<file path="src/rtl/hpd_alert_gpio.sv">
module hpd_alert_gpio #(
  parameter int SYNC_STAGES = 2,
  parameter int DW = 8
) (
  input  logic          clk,
  input  logic          rst_n,
  input  logic          hpd_in,
  input  logic          reg_wr,
  input  logic          reg_addr,
  input  logic [DW-1:0] reg_wdata,
  output logic [DW-1:0] reg_rdata,
  output logic          alert_oe,
  output logic          alert_do,
  input  logic [1:0]    gpio_di,
  output logic [1:0]    gpio_oe,
  output logic [1:0]    gpio_do
);
  localparam int WARM = SYNC_STAGES + 1;
  localparam int CW = $clog2(WARM + 1);
  localparam int CTRL_W = 5;

  logic [SYNC_STAGES-1:0] sync_q;
  logic                   hpd_sync;
  logic                   hpd_prev;
  logic [CW-1:0]          warm_cnt;
  logic                   primed;
  logic                   hpd_edge;
  logic                   clr_req;
  logic                   alert_q;
  logic [CTRL_W-1:0]      ctrl_q;

  assign hpd_sync = sync_q[SYNC_STAGES-1];
  assign primed   = (warm_cnt == CW'(WARM));
  assign hpd_edge = primed && (hpd_sync != hpd_prev);
  assign clr_req  = reg_wr && reg_addr && reg_wdata[0];

  always_ff @(posedge clk or negedge rst_n) begin
    if (!rst_n) begin
      sync_q   <= '0;
      hpd_prev <= 1'b0;
      warm_cnt <= '0;
    end else begin
      sync_q   <= {sync_q[SYNC_STAGES-2:0], hpd_in};
      hpd_prev <= hpd_sync;
      if (!primed) warm_cnt <= warm_cnt + 1'b1;
    end
  end

  always_ff @(posedge clk or negedge rst_n) begin
    if (!rst_n)        alert_q <= 1'b0;
    else if (clr_req)  alert_q <= 1'b0;
    else if (hpd_edge) alert_q <= 1'b1;
  end

  always_ff @(posedge clk or negedge rst_n) begin
    if (!rst_n)                     ctrl_q <= '0;
    else if (reg_wr && !reg_addr)   ctrl_q <= reg_wdata[CTRL_W-1:0];
  end

  logic dir0, dir1, out0, out1, route;
  assign {route, out1, out0, dir1, dir0} = ctrl_q;

  assign alert_oe   = alert_q;
  assign alert_do   = 1'b0;

  assign gpio_oe[0] = dir0;
  assign gpio_do[0] = out0;
  assign gpio_oe[1] = dir1 | (route & alert_q);
  assign gpio_do[1] = dir1 ? out1 : 1'b0;

  always_comb begin
    reg_rdata = '0;
    if (reg_addr) reg_rdata[3:0] = {gpio_di, hpd_sync, alert_q};
    else          reg_rdata[CTRL_W-1:0] = ctrl_q;
  end
endmodule

</file>
<file path="config.mk">
export PLATFORM = sky130hd
export DESIGN_NAME = hpd_alert_gpio
export DESIGN_NICKNAME = d
export VERILOG_FILES = /design/src/rtl/hpd_alert_gpio.sv
export SDC_FILE = /design/constraint.sdc
export NUM_CORES = 1
export LEC_CHECK = 0
export ABC_AREA = 1
export BUFFER_PORTS_ARGS = -buffer_cell sky130_fd_sc_hd__clkbuf_2
export CAP_MARGIN = 10
export CORE_AREA = 3 3 40 42
export DETAILED_ROUTE_END_ITERATION = 8
export DIE_AREA = 0 0 43 45
export GPL_ROUTABILITY_DRIVEN = 1
export PLACE_DENSITY = 0.83
export SLEW_MARGIN = 20
export SYNTH_ARGS = -nofsm -noshare
export SYNTH_HDL_FRONTEND = slang
export SYNTH_SLANG_ARGS = --single-unit
</file>
<file path="constraint.sdc">
create_clock -name clk -period 1.3 [get_ports clk]
set_clock_uncertainty 0.15 [all_clocks]
set_input_delay 0.065 -clock clk [delete_from_list [all_inputs] [get_ports clk]]
set_output_delay 0.065 -clock clk [all_outputs]
set_load 0.05 [all_outputs]
</file>
==> results of run 1 <==
[Yosys cell counts]
master	instances	area, sq um
nand2_1	17	63.81
dfrtp_1	11	275.3
inv_1	7	26.28
buf_4	6	45.04
nor2_1	4	15.01
o21ai_0	4	20.02
a21oi_1	3	15.01
nand3_1	3	15.01
conb_1	1	3.750
ha_1	1	12.51
inv_2	1	3.750
mux2_2	1	11.26
nand2_4	1	11.26
xnor2_1	1	8.760
[kinds of logic (layout without fill, tap and decap cells)]
| logic type | count (synthesis) | in the layout |
|---|---|---|
| other | 1 | 4 |
| flip-flops | 11 | 11 |
| multiplexers | 1 | 1 |
| buffers and inverters | 14 | 43 |
| AO/OA/AOI/OAI | 7 | 7 |
| AND/OR/NAND/NOR | 25 | 25 |
| XOR/XNOR | 1 | 1 |
| adder cells (fa/ha/maj) | 1 | 1 |
[layer usage]
metal  share of wire [%]  GRT usage, %  wire length, um  vias to the layer above
li1                    -             -                -                      242
met4                 1.9         9.036               20                        0
met2                  44         19.46              462                       19
met5                   0             0                0                        -
met3                 7.2         3.586               76                        4
met1                  47         17.05              502                      222
[stage by stage]
stage / total power, mW / hold slack (ns) / utilization, % / setup slack [ns] / area [sq um]
finish: 0.9322 / 0.04695 / 60.56 / 0.06265 / 778.2
global route: 0.9848 / 0.07569 / 60.56 / 0.0003073 / 778.2
global placement: 0.6756 / -0.2055 / 50.73 / 0.1246 / 651.9
detailed placement: 0.6801 / -0.2040 / 50.73 / 0.1140 / 651.9
floorplan: 0.6280 / -0.3806 / - / 0.05872 / 565.5
CTS: 0.9357 / 0.03552 / 60.37 / 0.006218 / 775.7
[final cells by class]
class	count	area [sq um]
clock buffer	4	26.28
fill	114	506.7
inverter	8	30.03
multi-input combinational	39	214.0
sequential	11	276.5
tap	15	18.77
timing repair buffer	31	212.7
[power groups by stage]
stage          clock (mW)  sequential (mW)  combinational (mW)
2_1_floorplan           0            0.397               0.231
3_3_place_gp            0            0.390               0.286
3_5_place_dp            0            0.391               0.289
4_1_cts             0.235            0.385               0.316
5_1_grt             0.254            0.390               0.341
6_report            0.228            0.387               0.317
[sequential cells by signal (all words and copies together) (netlist names)]
register / flops
alert_oe: 1
hpd_prev: 1
ctrl_q: 5
warm_cnt: 2
sync_q: 2
[what timing repair did]
action,CTS,global route
setup endpoints to repair,3,6
gates resized for setup,4,8
hold buffers,9,0
hold endpoints to repair,18,0
[path summary, 6_finish.rpt]
path / startpoint / endpoint / slack (ns)
hold reg to reg: sync_q[0] / sync_q[1] / 0.20
hold / removal: rst_n / warm_cnt[0] / 0.05
setup reg to reg: warm_cnt[0] / warm_cnt[1] / 0.10
max in group asynchronous: rst_n / alert_oe / 0.72
setup / recovery: alert_oe / gpio_oe[1] / 0.06
min in group clk: reg_addr / ctrl_q[4] / 0.05
==> summary.txt, run 1 <==
Place
  • Post-DP HPWL: 760.8 um
  • Placed Cells incl. Taps: 95
  • Placer Congestion: 0.6897
  • I/O Buffers: 21

Final layout
  • Ant. Diodes: 0
  • Commonest non-fill, non-tap cells in the layout: nand2_1, clkbuf_2, dfrtp_1, dlygate4sd3_1, clkbuf_4
  • Layout cells sized above 1: 37.63%
  • Non-Filler Instances: 108
  • Area grow syn2layout: 47.74%
  • Commonest non-fill, non-tap cell in the layout: nand2_1
  • # nets final: 110

Power and ir drop
  • Logic pwr share: 34.0%
  • Sw Ratio: 37.90%
  • Sw Pwr: 0.3533 mW
  • Sequential share of power: 41.5%
  • Clock Power Share: 24.5%
  • Static leakage: 0.4204 nW
  • Worst VDD drop: 646.5 uV
  • Pwr dens: 1198 nW/um^2
  • Internal power: 0.5789 mW

Logic synthesis
  • Post-synthesis mux area share: 2.138%
  • Seq/Total Area, Yosys: 52.26%
  • Syn. warnings: 0
  • Avg Cell Area, Syn: 8.635 sq um
  • Post-synthesis compound-gate area fraction: 6.651%
  • Distinct cells, synth: 14
  • Cell area after synthesis: 526.8 sq um
  • Xor and xnor fraction of the mapped netlist area: 1.663%
  • Area share of fa/ha/maj cells after synthesis: 2.375%
  • Cell count after synthesis: 61
  • Simple-gate share of the synthesized area: 19.95%
  • Synth Register Bits: 11
  • Largest family of logic cells by synthesized area: simple AND/OR/NAND/NOR gates

Drt
  • Vias: 487
  • Initial DRT Pass Iterations: 4
  • Detailed Route WL: 1.061 mm
  • Detail Route Antenna Nets: 0
  • 1st-iter DRT viols: 4
  • Routed vias/inst: 4.509
  • Number of remaining DRC errors: 0
  • DR WL/cell: 9.824 um

Clocking
  • CTS sink cnt: 11
  • Total clock buffers created by CTS: 3
  • CTS HTree Levels: 1
  • Clk pin slew, worst setup/hold paths: 0.07 ns
  • Clock Tree Buf Depth: 2
  • CTS tree: yes
  • Setup bufs post-CTS: 0
  • Root buffer cell: clkbuf_4
  • Worst skew pair latency: 0.26 ns

Global routing
  • Pin count of the biggest net entering global routing: 12
  • Initial antenna violation count: 0
  • Vias in the first global route: 427
  • GRT Total Usage: 13.23%
  • First-pass GRT wire length: 1.842 mm
  • GRT Residual Overflow: 0

Worst setup path
  • Worst Setup End Kind: primary output
  • CP max stage delay: 0.36 ns
  • Crit-path max FO: 3
  • Worst Path Class, Setup: reg2out
  • CP Depth: 3
  • CP bufs+invs: 2
  • Critical path's top delay family: flip-flops
  • Arrival time at the worst endpoint: 1.02 ns
  • R2R cell count: 2
  • CP Data Required Time: 1.09 ns
  • Cell Chain, Critical Path: inv_2 -> o21ai_4 -> buf_4
  • Critical-path top delay cell: dfrtp_2
  • Nature of the critical path startpoint: flip-flop

Die
  • Die area: 1935 sq um
  • Die X: 43 um
  • Core box area: 1285 sq um
  • Rows: 13
  • Chip height: 45 um
  • Initial Util: 40.99%
  • Top-Level Pins: 29

Min path
  • Hold Path Class: in2async

Timing
  • Achievable Freq: 0.8082 GHz
  • Fin. Hold Viols: 0
  • Setup violators final: 0
  • Final min period: 1.237 ns
  • RSZ-0062 raised after global routing: false
  • Setup TNS: 0 ns
  • Period utilization: 95.18%
  • Fin. max-slew vios: 0

Flow run
  • Max_cap viols: 0

Status
  • Status: complete, no violations
Note: power is estimated with default switching activity, not from simulation.
==> run 2: changes to the inputs <==
--- a/config.mk
+++ b/config.mk
@@ -5,14 +5,13 @@
 export SDC_FILE = /design/constraint.sdc
 export NUM_CORES = 1
 export LEC_CHECK = 0
-export ABC_AREA = 1
 export BUFFER_PORTS_ARGS = -buffer_cell sky130_fd_sc_hd__clkbuf_2
 export CAP_MARGIN = 10
-export CORE_AREA = 3 3 40 42
+export CORE_MARGIN = 2
+export CORE_UTILIZATION = 42
 export DETAILED_ROUTE_END_ITERATION = 8
-export DIE_AREA = 0 0 43 45
 export GPL_ROUTABILITY_DRIVEN = 1
-export PLACE_DENSITY = 0.83
+export PLACE_DENSITY = 0.86
 export SLEW_MARGIN = 20
 export SYNTH_ARGS = -nofsm -noshare
 export SYNTH_HDL_FRONTEND = slang
==> summary.txt, run 2 <==
Status
  • Status: finished, violations left
  • Failing checks: negative setup slack

Timing
  • Post-route worst setup slack: -0.03016 ns (-0.09281 ns)
  • Final min period: 1.330 ns (+0.09281 ns)
  • RSZ-0062 raised after global routing: true
  • Setup violators final: 4 (+4)
  • Fin. max-slew vios: 0 (unchanged)
  • Setup TNS: -0.07769 ns (-0.07769 ns)
  • Achievable Freq: 0.7518 GHz (-7.0%)
  • Period utilization: 102.3% (+7.1 points)
  • Fin. Hold Viols: 0 (unchanged)

Die
  • Initial Util: 43.79% (+2.8 points)
  • Die X: 40.37 um (-6.1%)
  • Die area: 1630 sq um (-16%)
  • Top-Level Pins: 29 (unchanged)
  • Rows: 13 (unchanged)
  • Core box area: 1269 sq um (-1.3%)
  • Chip height: 40.37 um (-10%)

Logic synthesis
  • Area share of the largest cell type after synthesis: 49.55% (-2.7 points)
  • Most frequent cell after synthesis: dfrtp_1
  • Cell area after synthesis: 555.5 sq um (+5.5%)
  • Avg Cell Area, Syn: 13.89 sq um (+61%)
  • Post-synth EDFFs: 0 (unchanged)
  • Top post-synthesis cells by area: dfrtp_1, mux2_4, mux2_2, buf_4, xnor2_1
  • Distinct cells, synth: 16 (+2)
  • Commonest cells post-synth: dfrtp_1, buf_4, mux2_2, mux2_4, xnor2_1
  • Seq/Total Area, Yosys: 49.55% (-2.7 points)
  • Synth Register Bits: 11 (unchanged)
  • Cell count after synthesis: 40 (-34%)
  • Post-synth ARST share: 100.0% (unchanged)
  • Syn. warnings: 0 (unchanged)
  • Cell taking the most area after synthesis: dfrtp_1
  • Top FF cell, synth: dfrtp_1

Drt
  • Detail Route Antenna Nets: 0 (unchanged)
  • 1st-iter DRT viols: 0 (-4)
  • Initial DRT Pass Iterations: 1 (-3)
  • Number of remaining DRC errors: 0 (unchanged)
  • Vias: 390 (-20%)
  • DR WL/cell: 12.66 um (+29%)
  • Detailed Route WL: 1.089 mm (+2.6%)
  • Routed vias/inst: 4.535 (+0.57%)

Global routing
  • Vias in the first global route: 372 (-13%)
  • GRT Residual Overflow: 0 (unchanged)
  • First-pass GRT wire length: 1.607 mm (-13%)
  • Initial antenna violation count: 0 (unchanged)
  • GRT Total Usage: 15.26% (+2.0 points)
  • Pin count of the biggest net entering global routing: 12 (unchanged)

Worst setup path
  • Worst Path Class, Setup: reg2out
  • Critical path launch point: ctrl_q[1]
  • Worst setup path end: reg_rdata[1]
  • Critical-path top delay cell: dfrtp_1
  • Critical path's top delay family: flip-flops
  • Arrival time at the worst endpoint: 1.12 ns (+0.10 ns)
  • Cell Chain, Critical Path: mux2_4 -> buf_8
  • RR Startpoint: warm_cnt[0]
  • Nature of the critical path startpoint: flip-flop
  • CP Depth: 2 (-1)
  • R2R cell count: 2 (unchanged)
  • CP max stage delay: 0.41 ns (+0.05 ns)
  • CP bufs+invs: 1 (-1)
  • FF-to-FF End: warm_cnt[1]
  • Crit-path max FO: 4 (+1)
  • CP Data Required Time: 1.09 ns (about the same)
  • Worst Setup End Kind: primary output
  • Internal reg-to-reg setup slack: 0.10 ns (about the same)

Place
  • Post-DP HPWL: 677.4 um (-11%)
  • I/O Buffers: 21 (unchanged)
  • Post-DP Area: 635.6 sq um (-2.5%)
  • Placer Congestion: 0.6584 (-4.5%)

Final layout
  • # nets final: 88 (-20%)
  • Commonest non-fill, non-tap cell in the layout: clkbuf_2
  • Post-route cell area: 822.0 sq um (+5.6%)
  • Commonest non-fill, non-tap cells in the layout: clkbuf_2, dfrtp_1, dlygate4sd3_1, mux2_4, buf_8
  • Area grow syn2layout: 47.97%
  • Layout cells sized above 1: 56.34% (+19 points)
  • Ant. Diodes: 0 (unchanged)
  • Largest register FFs: 5 (unchanged)
  • Filler Cell Count: 100 (-12%)
  • Top reg by flops: ctrl_q
  • Largest registers: ctrl_q (5), sync_q (2), warm_cnt (2)

Clocking
  • CTS sink cnt: 11 (unchanged)
  • Root buffer cell: clkbuf_4
  • Total clock buffers created by CTS: 3 (unchanged)
  • Clock Tree Buf Depth: 2 (unchanged)
  • CTS tree: yes
  • CTS HTree Levels: 1 (unchanged)
  • Clk pin slew, worst setup/hold paths: 0.06 ns (about the same)
  • Worst skew pair latency: 0.26 ns (about the same)

Power and ir drop
  • Pwr dens: 1282 nW/um^2 (+7.0%)
  • Static leakage: 0.4093 nW (-2.6%)
  • Worst VDD drop: 706.6 uV (+9.3%)

Min path
  • Hold Path Class: in2async

Flow run
  • Max_cap viols: 0 (unchanged)
==> run 2: changes by cell type after synthesis, sizes merged, moves of 3 or more <==
| cell | before | now |
|---|---|---|
| nand2 | 18 | 0 |
| mux2 | 1 | 10 |
| inv | 8 | 1 |
| o21ai | 4 | 0 |
| a21oi | 3 | 0 |
| nand3 | 3 | 0 |
| nor2 | 4 | 1 |
==> run 2: worst reg2reg max path: stages (launching register included) <==
cell     delay, ns
dfrtp_1       0.39
ha_1          0.29
mux2_2        0.26
==> run 2: how the worst min path moves through the flow <==
stage,startpoint,endpoint,cells after the start
2_1_floorplan,rst_n,alert_oe,0
3_3_place_gp,rst_n,sync_q[0],1
3_5_place_dp,rst_n,sync_q[0],1
4_1_cts,rst_n,sync_q[0],2
5_1_grt,rst_n,sync_q[1],2
6_report,rst_n,sync_q[0],2
==> run 2: kinds of logic (layout without fill, tap and decap cells) <==
| kind of cell | Yosys count | after routing | synth area share [%] |
|---|---|---|---|
| buf+inv | 8 | 36 | 10.81 |
| fa+ha+maj | 1 | 1 | 2.252 |
| flops | 11 | 11 | 49.55 |
| xor+xnor | 2 | 2 | 3.154 |
| simple gates | 5 | 5 | 7.207 |
| other cells | 1 | 4 | 0.6750 |
| compound gates | 2 | 2 | 2.704 |
| mux | 10 | 10 | 23.65 |
==> run 2: cell type report <==
class	instances	area [sq um]	area share (%)
repair buffers	31	257.7	31.35
inverters	1	3.754	0.4566
flip-flops and latches	11	275.3	33.49
multi-input cells	24	240.2	29.22
well taps	15	18.77	2.283
clock buffers	4	26.28	3.196
==> run 2: through the flow <==
stage                     util [%]  total power, mW  cells  hold WS [ns]  setup WS [ns]
after detailed placement     50.10           0.7328     72       -0.2010         0.1020
after global placement       50.10           0.7264     72       -0.2074         0.1276
after global routing         64.79            1.114     86       0.07575       -0.07405
after CTS                    63.61            1.033     86       0.05271       -0.05314
final                        64.79            1.054     86       0.06014       -0.03016
after floorplan                  -           0.6848     43       -0.3806       0.009915
==> run 2: power by group <==
part           leakage [nW]  switching (mW)  total [mW]  internal, mW
sequential            0.121          0.0272       0.400         0.373
clock                0.0150           0.103       0.221         0.118
combinational         0.273           0.248       0.432         0.184
total                 0.409           0.378        1.05         0.676
==> run 2: what timing repair did <==
action,4_1_cts,5_1_grt
endpoints found under the setup margin,7,12
gates resized for setup,12,9
hold endpoints to repair,18,0
setup buffers,2,1
hold buffers,8,0
==> run 2: layer usage <==
metal	track usage, %	wire [um]
met2	27.78	589
met1	16.96	400
met3	3.889	100
met4	5.000	0
met5	0	0
==> run 3: changes to the inputs <==
==> config.mk (replaced) <==
export PLATFORM = sky130hd
export DESIGN_NAME = hpd_alert_gpio
export DESIGN_NICKNAME = d
export VERILOG_FILES = /design/src/rtl/hpd_alert_gpio.sv
export SDC_FILE = /design/constraint.sdc
export NUM_CORES = 1
export LEC_CHECK = 0
export CAP_MARGIN = 10
export CORE_AREA = 2 2 39 41
export DETAILED_ROUTE_END_ITERATION = 8
export DIE_AREA = 0 0 41 43
export DONT_BUFFER_PORTS = 1
export GPL_ROUTABILITY_DRIVEN = 1
export PLACE_DENSITY = 0.67
export SLEW_MARGIN = 20
export SYNTH_ARGS = -nofsm -noshare
export SYNTH_HDL_FRONTEND = slang
export SYNTH_SLANG_ARGS = --single-unit
==> constraint.sdc (replaced) <==
create_clock -name clk -period 1.4 [get_ports clk]
set_clock_uncertainty 0.15 [all_clocks]
set_input_delay 0.07 -clock clk [delete_from_list [all_inputs] [get_ports clk]]
set_output_delay 0.07 -clock clk [all_outputs]
set_load 0.05 [all_outputs]
==> summary.txt, run 3 (same netlist as run 2, synthesis figures left out) <==
Status
  • Status: complete, no violations

Die
  • Die X: 41 um (+1.6%)
  • Rows: 14 (+1)
  • Core box area: 1384 sq um (+9.1%)
  • Initial Util: 40.14% (-3.6 points)
  • Top-Level Pins: 29 (unchanged)
  • Die area: 1763 sq um (+8.2%)
  • Chip height: 43 um (+6.5%)

Timing
  • Final min period: 1.317 ns
  • Hold Slack: 0.01992 ns (-0.04021 ns)
  • RSZ-0062 raised after global routing: false
  • Achievable Freq: 0.7593 GHz
  • Setup violators final: 0 (-4)
  • Fin. Hold Viols: 0 (unchanged)
  • Fin. max-slew vios: 0 (unchanged)
  • Period utilization: 94.07%
  • Setup TNS: 0 ns (+0.07769 ns)

Drt
  • Vias: 328 (-16%)
  • DR WL/cell: 14.09 um (+11%)
  • Initial DRT Pass Iterations: 4 (+3)
  • 1st-iter DRT viols: 7 (+7)
  • Number of remaining DRC errors: 0 (unchanged)
  • Routed vias/inst: 4.686 (+3.3%)
  • Detailed Route WL: 986 um (-9.5%)
  • Detail Route Antenna Nets: 0 (unchanged)

Power and ir drop
  • Logic pwr share: 35.5% (-5.5 points)
  • Tot Pwr: 0.9056 mW (-14%)
  • Sw Ratio: 37.52% (+1.7 points)
  • Sequential share of power: 41.0% (+3.0 points)
  • Clock Power Share: 23.5% (+2.5 points)
  • Sw Pwr: 0.3397 mW (-10%)
  • Internal power: 0.5658 mW (-16%)
  • Pwr dens: 1297 nW/um^2 (+1.2%)
  • Worst VDD drop: 600.4 uV (-15%)
  • Static leakage: 0.3216 nW (-21%)

Global routing
  • Vias in the first global route: 345 (-7.3%)
  • GRT Residual Overflow: 0 (unchanged)
  • First-pass GRT wire length: 1.538 mm (-4.3%)
  • Initial antenna violation count: 0 (unchanged)
  • Pin count of the biggest net entering global routing: 12 (unchanged)
  • GRT Total Usage: 14.02% (-1.2 points)

Final layout
  • Largest register FFs: 5 (unchanged)
  • Layout cells sized above 1: 40.74% (-16 points)
  • # nets final: 71 (-19%)
  • Area grow syn2layout: 25.68%
  • Ant. Diodes: 0 (unchanged)
  • Largest registers: ctrl_q (5), sync_q (2), warm_cnt (2)
  • Filler Cell Count: 122 (+22%)
  • Commonest non-fill, non-tap cells in the layout: dfrtp_1, dlygate4sd3_1, mux2_2, mux2_4
  • Post-route cell area: 698.2 sq um (-15%)
  • Top reg by flops: ctrl_q
  • Non-Filler Instances: 70 (-19%)
  • Commonest non-fill, non-tap cell in the layout: dfrtp_1

Clocking
  • Root buffer cell: clkbuf_4
  • Clock Tree Buf Depth: 2 (unchanged)
  • CTS HTree Levels: 1 (unchanged)
  • Setup bufs post-CTS: 0 (-2)
  • Quantity of gates resized following cts: 0 (-12)
  • Clk pin slew, worst setup/hold paths: 0.07 ns (about the same)
  • CTS tree: yes
  • Worst skew pair latency: 0.27 ns (about the same)
  • CTS sink cnt: 11 (unchanged)
  • Total clock buffers created by CTS: 3 (unchanged)

Worst setup path
  • CP Depth: 1 (-1)
  • R2R cell count: 2 (unchanged)
  • Cell Chain, Critical Path: mux2_2
  • CP max stage delay: 0.42 ns (about the same)
  • Nature of the critical path startpoint: flip-flop
  • Worst Path Class, Setup: reg2out
  • Arrival time at the worst endpoint: 1.10 ns (-0.02 ns)
  • Critical-path top delay cell: dfrtp_1
  • Crit-path max FO: 5 (+1)
  • Internal reg-to-reg setup slack: 0.21 ns (+0.11 ns)
  • CP bufs+invs: 0 (-1)
  • Worst Setup End Kind: primary output
  • FF-to-FF End: warm_cnt[1]
  • RR Startpoint: warm_cnt[0]
  • CP Data Required Time: 1.18 ns (+0.09 ns)
  • Critical path's top delay family: flip-flops

Min path
  • Hold Path Cell Cnt: 2
  • Hold Path Sink: ctrl_q[2]
  • Beginning of the worst hold path: reg_wr
  • Hold Path Class: in2reg

Flow run
  • Max_cap viols: 0 (unchanged)

Place
  • Post-DP HPWL: 721.5 um (+6.5%)
  • I/O Buffers: 0 (-100%)
  • Placed Cells incl. Taps: 57 (-21%)
  • Post-DP Area: 580.6 sq um (-8.7%)
  • Placer Congestion: 0.6980 (+6.0%)
==> run 3: cell types whose count changed in the layout (fill, tap and decap cells not counted), sizes merged <==
cell	change
clkbuf	-15
buf	-4
clkinv	+1
dlygate4sd3	+1
==> run 3: how the worst max path moves through the flow <==
stage,startpoint,end,slack [ns]
after floorplan,alert_oe,gpio_oe[1],0.08
after global placement,warm_cnt[0],warm_cnt[1],0.22
after detailed placement,warm_cnt[0],warm_cnt[1],0.21
after CTS,alert_oe,reg_rdata[0],0.07
after global routing,alert_oe,reg_rdata[0],0.05
final,alert_oe,reg_rdata[0],0.08
==> run 3: area by class of cell <==
cell class,instances,area (sq um),area share [%]
clock buffers,3,22.52,3.226
clock inverters,1,5.005,0.7168
inverters,1,3.754,0.5376
multi-input cells,24,231.5,33.15
flip-flops and latches,11,275.3,39.43
well taps,16,20.02,2.867
repair buffers,14,140.1,20.07
==> run 3: layer usage <==
metal,share of wire (%),track usage [%],vias up
met1,39,15.75,159
li1,-,-,153
met3,5.9,3.141,2
met2,54,20.94,14
met5,0,0,-
met4,1.4,12.00,0
==> run 3: power groups by stage <==
stage	Clock [mW]	Sequential, mW	Combinational [mW]
after floorplan	0	0.379	0.256
final	0.213	0.371	0.322
after CTS	0.223	0.371	0.324
after global routing	0.242	0.376	0.334
after detailed placement	0	0.377	0.296
after global placement	0	0.374	0.293
==> run 3: metrics by stage <==
step	setup slack [ns]	util, %
after floorplan	0.08250	-
after global placement	0.2223	41.95
after detailed placement	0.2064	41.95
after CTS	0.07140	50.45
after global routing	0.04827	50.45
final	0.08308	50.45
==> run 3: timing repair <==
action                                  CTS  global route
hold buffers                              9             0
hold endpoints to repair                 18             0
endpoints found under the setup margin    0             0
